## src/rtl/eoi_trap_pkg.sv

```systemverilog
package eoi_trap_pkg;

    localparam int OUTCOME_N = 6;
    localparam int OC_UNDEF  = 0;
    localparam int OC_TRAP2  = 1;
    localparam int OC_TRAP3  = 2;
    localparam int OC_MON    = 3;
    localparam int OC_VIRT   = 4;
    localparam int OC_PHYS   = 5;

    typedef enum logic [2:0] {
        ST_IDLE,
        ST_UNDEF,
        ST_TRAP2_A64,
        ST_TRAP2_A32,
        ST_TRAP3,
        ST_MONTRAP,
        ST_VIRTWR,
        ST_PHYSWR
    } arb_state_e;

    typedef struct packed {
        logic monitor;
        logic l2_enabled;
        logic l2_is32;
        logic l3_present;
        logic l3_is32;
    } exec_ctx_t;

    typedef struct packed {
        logic trap_crn12;
        logic trap_all_g0;
        logic fiq_virt;
        logic fiq_to_l3;
        logic sysif_en_l1;
        logic sysif_en_l2;
        logic sysif_en_l3;
    } trap_ctl_t;

endpackage

```

## src/rtl/eoi_enc_match.sv

```systemverilog
module eoi_enc_match #(
    parameter int CP_W      = 4,
    parameter int OPC1_W    = 3,
    parameter int CRN_W     = 4,
    parameter int CRM_W     = 4,
    parameter int OPC2_W    = 3,
    parameter int CP_VAL    = 15,
    parameter int OPC1_VAL  = 0,
    parameter int CRN_VAL   = 12,
    parameter int CRM_VAL   = 8,
    parameter int OPC2_VAL  = 1
) (
    input  logic [CP_W-1:0]   cp,
    input  logic [OPC1_W-1:0] opc1,
    input  logic [CRN_W-1:0]  crn,
    input  logic [CRM_W-1:0]  crm,
    input  logic [OPC2_W-1:0] opc2,
    output logic              hit
);
    localparam logic [CP_W-1:0]   CP_K   = CP_W'(CP_VAL);
    localparam logic [OPC1_W-1:0] OPC1_K = OPC1_W'(OPC1_VAL);
    localparam logic [CRN_W-1:0]  CRN_K  = CRN_W'(CRN_VAL);
    localparam logic [CRM_W-1:0]  CRM_K  = CRM_W'(CRM_VAL);
    localparam logic [OPC2_W-1:0] OPC2_K = OPC2_W'(OPC2_VAL);

    logic [4:0] field_eq;

    always_comb begin
        field_eq[0] = (cp   == CP_K);
        field_eq[1] = (opc1 == OPC1_K);
        field_eq[2] = (crn  == CRN_K);
        field_eq[3] = (crm  == CRM_K);
        field_eq[4] = (opc2 == OPC2_K);
        hit         = &field_eq;
    end
endmodule

```

## src/rtl/eoi_level_cascade.sv

```systemverilog
module eoi_level_cascade
    import eoi_trap_pkg::*;
#(
    parameter int LEVEL_W = 2
) (
    input  logic [LEVEL_W-1:0] level,
    input  exec_ctx_t          ctx,
    input  trap_ctl_t          ctl,
    output arb_state_e         verdict
);
    localparam logic [LEVEL_W-1:0] LVL1 = LEVEL_W'(1);
    localparam logic [LEVEL_W-1:0] LVL2 = LEVEL_W'(2);
    localparam logic [LEVEL_W-1:0] LVL3 = LEVEL_W'(3);

    arb_state_e l2_trap_kind;
    logic       fiq_l3_route;

    always_comb begin
        l2_trap_kind = ctx.l2_is32 ? ST_TRAP2_A32 : ST_TRAP2_A64;
        fiq_l3_route = ctx.l3_present && ctl.fiq_to_l3;
    end

    always_comb begin
        verdict = ST_UNDEF;
        unique case (level)
            LVL1: begin
                if (ctx.l2_enabled && ctl.trap_crn12)
                    verdict = l2_trap_kind;
                else if (!ctl.sysif_en_l1)
                    verdict = ST_UNDEF;
                else if (ctx.l2_enabled && ctl.trap_all_g0)
                    verdict = l2_trap_kind;
                else if (ctx.l2_enabled && ctl.fiq_virt)
                    verdict = ST_VIRTWR;
                else if (fiq_l3_route && !ctx.l3_is32)
                    verdict = ST_TRAP3;
                else if (fiq_l3_route && !ctx.monitor)
                    verdict = ST_MONTRAP;
                else
                    verdict = ST_PHYSWR;
            end
            LVL2: begin
                if (!ctl.sysif_en_l2)
                    verdict = ST_UNDEF;
                else if (fiq_l3_route)
                    verdict = ctx.l3_is32 ? ST_MONTRAP : ST_TRAP3;
                else
                    verdict = ST_PHYSWR;
            end
            LVL3: begin
                verdict = ctl.sysif_en_l3 ? ST_PHYSWR : ST_UNDEF;
            end
            default: begin
                verdict = ST_UNDEF;
            end
        endcase
    end
endmodule

```

## src/rtl/eoi_trap_arbiter.sv

```systemverilog
module eoi_trap_arbiter
    import eoi_trap_pkg::*;
#(
    parameter int LEVEL_W   = 2,
    parameter int CP_W      = 4,
    parameter int OPC1_W    = 3,
    parameter int CRN_W     = 4,
    parameter int CRM_W     = 4,
    parameter int OPC2_W    = 3,
    parameter int SYND_W    = 6,
    parameter int SYND_CODE = 3
) (
    input  logic                 clk,
    input  logic                 rst_n,
    input  logic                 req_valid,
    input  logic [LEVEL_W-1:0]   req_level,
    input  logic                 req_monitor,
    input  logic                 l2_enabled,
    input  logic                 l2_is32,
    input  logic                 l3_present,
    input  logic                 l3_is32,
    input  logic                 trap_crn12,
    input  logic                 trap_all_g0,
    input  logic                 fiq_virt,
    input  logic                 fiq_to_l3,
    input  logic                 sysif_en_l1,
    input  logic                 sysif_en_l2,
    input  logic                 sysif_en_l3,
    input  logic [CP_W-1:0]      enc_cp,
    input  logic [OPC1_W-1:0]    enc_opc1,
    input  logic [CRN_W-1:0]     enc_crn,
    input  logic [CRM_W-1:0]     enc_crm,
    input  logic [OPC2_W-1:0]    enc_opc2,
    output logic                 out_valid,
    output logic [OUTCOME_N-1:0] out_outcome,
    output logic                 out_l2_form64,
    output logic [SYND_W-1:0]    out_syndrome
);
    localparam logic [SYND_W-1:0] SYND_K = SYND_W'(SYND_CODE);

    logic       enc_hit;
    exec_ctx_t  ctx;
    trap_ctl_t  ctl;
    arb_state_e verdict;
    arb_state_e state_q;
    arb_state_e state_d;

    eoi_enc_match #(
        .CP_W(CP_W), .OPC1_W(OPC1_W), .CRN_W(CRN_W),
        .CRM_W(CRM_W), .OPC2_W(OPC2_W)
    ) u_match (
        .cp(enc_cp), .opc1(enc_opc1), .crn(enc_crn),
        .crm(enc_crm), .opc2(enc_opc2), .hit(enc_hit)
    );

    always_comb begin
        ctx = '{monitor: req_monitor, l2_enabled: l2_enabled, l2_is32: l2_is32,
                l3_present: l3_present, l3_is32: l3_is32};
        ctl = '{trap_crn12: trap_crn12, trap_all_g0: trap_all_g0,
                fiq_virt: fiq_virt, fiq_to_l3: fiq_to_l3,
                sysif_en_l1: sysif_en_l1, sysif_en_l2: sysif_en_l2,
                sysif_en_l3: sysif_en_l3};
    end

    eoi_level_cascade #(.LEVEL_W(LEVEL_W)) u_cascade (
        .level(req_level), .ctx(ctx), .ctl(ctl), .verdict(verdict)
    );

    always_comb begin
        state_d = (req_valid && enc_hit) ? verdict : ST_IDLE;
    end

    always_ff @(posedge clk) begin
        if (!rst_n) state_q <= ST_IDLE;
        else        state_q <= state_d;
    end

    always_comb begin
        out_valid     = 1'b1;
        out_outcome   = '0;
        out_l2_form64 = 1'b0;
        out_syndrome  = '0;
        unique case (state_q)
            ST_IDLE:      out_valid = 1'b0;
            ST_UNDEF:     out_outcome[OC_UNDEF] = 1'b1;
            ST_TRAP2_A64: begin
                out_outcome[OC_TRAP2] = 1'b1;
                out_l2_form64         = 1'b1;
                out_syndrome          = SYND_K;
            end
            ST_TRAP2_A32: begin
                out_outcome[OC_TRAP2] = 1'b1;
                out_syndrome          = SYND_K;
            end
            ST_TRAP3: begin
                out_outcome[OC_TRAP3] = 1'b1;
                out_syndrome          = SYND_K;
            end
            ST_MONTRAP:   out_outcome[OC_MON]  = 1'b1;
            ST_VIRTWR:    out_outcome[OC_VIRT] = 1'b1;
            ST_PHYSWR:    out_outcome[OC_PHYS] = 1'b1;
            default:      out_valid = 1'b0;
        endcase
    end
endmodule

```

## config.mk

```make
export PLATFORM = sky130hd
export DESIGN_NAME = eoi_trap_arbiter
export DESIGN_NICKNAME = d
export VERILOG_FILES = /design/src/rtl/eoi_trap_pkg.sv /design/src/rtl/eoi_enc_match.sv /design/src/rtl/eoi_level_cascade.sv /design/src/rtl/eoi_trap_arbiter.sv
export SDC_FILE = /design/constraint.sdc
export NUM_CORES = 1
export LEC_CHECK = 0
export BUFFER_PORTS_ARGS = -buffer_cell sky130_fd_sc_hd__clkbuf_2
export CAP_MARGIN = 20
export CORE_AREA = 2 2 39 41
export CTS_BUF_LIST = sky130_fd_sc_hd__clkbuf_4
export DETAILED_ROUTE_END_ITERATION = 8
export DIE_AREA = 0 0 41 43
export GPL_ROUTABILITY_DRIVEN = 0
export PLACE_DENSITY = 0.73
export SYNTH_ARGS = -nofsm -noshare
export SYNTH_HDL_FRONTEND = slang
export SYNTH_SLANG_ARGS = --single-unit
```

## constraint.sdc

```tcl
create_clock -name clk -period 1.1 [get_ports clk]
set_clock_uncertainty 0.15 [all_clocks]
set_input_delay 0.11 -clock clk [delete_from_list [all_inputs] [get_ports clk]]
set_output_delay 0.11 -clock clk [all_outputs]
set_load 0.01 [all_outputs]
```

==> Word level (Yosys, flattened, before mapping) <==
Index checks and enable logic that the tools add are counted.
{ "totals": {"ff_bits": 3, "in_bits": 35, "elab_cells": 51} }
{ "op_classes": {"eq_ne": 14, "muxes": 21, "n_reduce_logical": 15} }
{ "ops": {"columns": ["op", "n"], "rows": [
  ["$mux W3", 8],
  ["$eq A3 B3 Y1 const B", 4],
  ["$eq A4 B4 Y1 const B", 3],
  ["$mux W1", 10],
  ["$pmux W3 S3", 1],
  ["$logic_and A1 B1 Y1", 7],
  ["$eq A3 B1 Y1 const B", 2],
  ["$eq A3 B2 Y1 const B", 2],
  ["$logic_not A3 Y1", 2],
  ["$reduce_and A5 Y1", 1],
  ["$eq A2 B2 Y1 const B", 2],
  ["$mux W2", 2],
  ["$reduce_or A3 Y1", 1],
  ["$eq A2 B1 Y1 const B", 1],
  ["$logic_not A1 Y1", 2],
  ["$reduce_and A2 Y1", 1],
  ["$reduce_or A2 Y1", 1]
]} }

==> Logic depth before layout (Yosys ltp) <==
{ "logic_depth": {"word_depth": 9, "ltp_mapped": 4, "mapped_depth_nobuf": 4} }

==> Hierarchy <==
Synthesis repeated with hierarchy kept, for this count alone.
{ "hier_totals": {"hier_cells": 55, "area_unflattened_um2": 421.7} }
{ "modules_own_cells": {"columns": ["module", "instances", "cells_each", "seq_area_each_um2", "area_each_um2"], "rows": [
  ["eoi_trap_arbiter", 1, 23, 60.1, 197.7],
  ["eoi_level_cascade", 1, 25, 0.0, 157.7],
  ["eoi_enc_match", 1, 7, 0.0, 66.3]
]} }

==> Worst setup path after synthesis <==
OpenSTA, ideal clock, no wires.
{ "synth_timing": {"path_type": "register to output", "startpoint": "register state_q[2]", "endpoint": "output out_syndrome[1]", "stages_incl_launch_ff": 4, "path_slack_ns": -0.258, "required_time_ns": 0.840, "n_path_buf": 1, "t_arrival_ns": 1.098, "path_cell_list": "dfxtp_1 nor3b_1 nand2b_1 buf_4"} }
{ "synth_via": {"elab_chain_cells": 3, "elab_cells_between_ends": 5, "classes_between": "3 x eq/ne; 1 x mux; 1 x reduce/logical"} }
{ "synth_rtl": {"columns": ["item", "line", "rtl"], "rows": [
  ["from (decl)", "eoi_trap_arbiter.sv:45", "arb_state_e state_q;"],
  ["from (signal assigned)", "eoi_trap_arbiter.sv:75", "else state_q <= state_d;"],
  ["$eq A3 B3 Y1 or $eq A3 B2 Y1 (tied branches)", "eoi_trap_arbiter.sv:83", "unique case (state_q)"],
  ["$reduce_or A3 Y1 (no source line) (*)", null, null],
  ["$mux W2 (*)", "eoi_trap_arbiter.sv:83", null],
  ["to (decl)", "eoi_trap_arbiter.sv:37", "output logic [SYND_W-1:0] out_syndrome"]
]} }
Mark *: on every way between the ends. The rest lies on a longest branch, timed or not.

==> Final worst setup path <==
{ "layout_timing": {"startpoint": "register state_q[2]", "endpoint": "output out_valid"} }
{ "layout_via": {"elab_chain_cells": 2} }
{ "layout_rtl": {"columns": ["item", "line", "rtl"], "rows": [
  ["$logic_not A3 Y1", "eoi_trap_arbiter.sv:83", null],
  ["$mux W1", "eoi_trap_arbiter.sv:83", null],
  ["to (decl)", "eoi_trap_arbiter.sv:34", "output logic out_valid,"]
]} }
Every way passes these cells.

==> impl_metrics.toml <==
[status]
status = "complete, but fails checks"
violations = "setup timing"

[timing]
finalWorstSetupSlack_ns = -0.237
finalSetupViolations = 10
hold_viol = 0
rsz0062_at_grt = "true"
fin_crit_sh = 1.22
setup_tns_ns = -1.35
finalMaxSlewViolations = 0
min_period_ns = 1.34
max_freq_mhz = 748

[placement]
dp_cells = 112
dp_hpwl_um = 915
io_buffer_count = 44

[grt]
grt_max_degree = 8
first_global_vias = 450
grt.overflow.total = 0
grt_pass1_wl_um = 1520
grt_antenna_before_repair = 0
grt_usage = 0.129

[die]
start_util = 0.272
fp-row-count = 14
die_w_um = 41
coreArea_um2 = 1380
dieArea_um2 = 1760
die_h_um = 43
io_pins = 49

[min_path]
holdPathStages = 3
min_to = "state_q[1]"
hp-start = "req_level[1]"
hp-class = "in2reg"

[yosys]
synth_warnings = 0
ys_ff_latch = 3
synthCells = 53
synthesis.area_um2 = 377
synth_area_per_cell_um2 = 7.11
ys_seq_area_frac = 0.159
netlist-cell-type-count = 24

[worst_setup_path]
critPathCaptureType = "output pin"
crit_fanout = 7
slowest_stage = "or3_1"
crit_chain = "or3_1 -> clkbuf_2"
crit_type = "reg2out"
start_kind = "flop"
cpPeakStageDelay_ns = 0.36
cp_data_required_time_ns = 0.84
cp_data_arrival_time_ns = 1.08

[power]
power_density_nw_per_um2 = 643
total_power_mw = 0.442
leakage_nw = 0.382
ir_drop_mv = 0.297

[cells_and_area]
drive_above_1_share = 0.584
diodes = 0
regMostFlops = "state_q"
top_regs = "state_q (3)"
final_cell_mix = "clkbuf_2 (37), nand2_1 (7)"
final_nets = 137
area_delta_synth_final_pct = 82.4
fin_cells = 117
layout_commonest_cell = "clkbuf_2"
largest_register_ffs = 3

[clock_tree]
clk_pin_slew_worst_paths_ns = 0.04
clock-sinks = 3
htree_levels = 1
cts_tree = "done"
clk_path_buf_depth = 2
cts_buffers = 3
root_buffer = "clkbuf_4"
cts_hold_buf = 0

[detailed_routing]
drt_drc_violations_left = 0
ant_nets = 0
wire_per_inst_um = 8.85
viasPerCell = 4.59
wirelength_um = 1040
drt_iter0_drc = 6
via_count = 537
first_pass_iters = 4

[job]
max-cap-violations = 0
-- cells by family (layout without fill, tap and decap cells) --
group,count (synthesis),after routing,synth area share
other,1,4,0.00996
buffers and inverters,7,52,0.120
AOI/OAI and AO/OA,12,12,0.199
DFF,3,3,0.159
and+or+nand+nor,30,30,0.512
-- worst max-delay path by stage --
stage                     from         endpoint  slack, ns  cells after the start
finish              state_q[2]        out_valid      -0.24                      2
global route        state_q[2]        out_valid      -0.28                      2
CTS                 state_q[2]  out_syndrome[0]      -0.23                      3
detailed placement  enc_crn[3]       state_q[1]      -0.06                      5
global placement    enc_crn[3]       state_q[1]      0.008                      5
floorplan           state_q[0]  out_syndrome[1]      -0.01                      3
-- metrics by stage --
step | instance area, um2 | utilization | setup WS [ns] | hold slack, ns
finish | 687 | 0.496 | -0.237 | 0.0331
global route | 687 | 0.496 | -0.277 | 0.0315
CTS | 663 | 0.479 | -0.234 | 0.0120
detailed placement | 621 | 0.448 | -0.0636 | 0.263
global placement | 621 | 0.448 | 0.00764 | 0.272
floorplan | 414 | - | -0.0149 | 0.0929
-- final cells by class --
class	count	area, um2
Fill cell	141	697
Clock buffer	4	30.0
Tap cell	16	20.0
Sequential cell	3	71.3
Timing Repair Buffer	46	254
Multi-Input combinational cell	46	304
Inverter	2	7.51
-- where the power goes --
| group | total, mW | internal, mW | leakage (nW) | switching [mW] |
|---|---|---|---|---|
| clock network | 0.220 | 0.161 | 0.0184 | 0.0595 |
| registers | 0.102 | 0.102 | 0.0266 | 0.000000220 |
| logic | 0.120 | 0.0676 | 0.337 | 0.0520 |
-- routing by layer --
| metal | global-route usage | wire [um] |
|---|---|---|
| met5 | 0 | 0 |
| met4 | 0.100 | 15 |
| met2 | 0.209 | 505 |
| met3 | 0.0314 | 154 |
| met1 | 0.129 | 360 |
-- timing repair --
item | 4_1_cts | 5_1_grt
endpoints found under the setup margin | 10 | 10
buffers inserted | 1 | 0
resized for setup | 2 | 12
endpoints found under the hold margin | 0 | 0
pin swaps | 1 | 0
-- cells in the mapped netlist, drive strengths merged --
master | n | area share
conb | 1 | 0.010
or3 | 1 | 0.017
nor4b | 1 | 0.063
and4bb | 1 | 0.033
dfxtp | 3 | 0.16
a221oi | 1 | 0.023
and3b | 1 | 0.023
o21ai | 5 | 0.066
a21oi | 2 | 0.027
nand2b | 5 | 0.083
nor2 | 4 | 0.040
a211oi | 2 | 0.040
and3 | 1 | 0.017
o21a | 1 | 0.020
a22o | 1 | 0.023
inv | 2 | 0.020
nor3b | 2 | 0.040
nand4 | 2 | 0.033
buf | 5 | 0.10
nand2 | 7 | 0.070
nor4 | 1 | 0.033
nand3b | 1 | 0.020
nor3 | 3 | 0.040
-- critical path: cells and delay by family (launching register included) --
kind | cells | cell delay (ns)
AND/OR/NAND/NOR | 1 | 0.36
flip-flops | 1 | 0.35
buffers and inverters | 1 | 0.13
(Power assumes the default switching activity.)
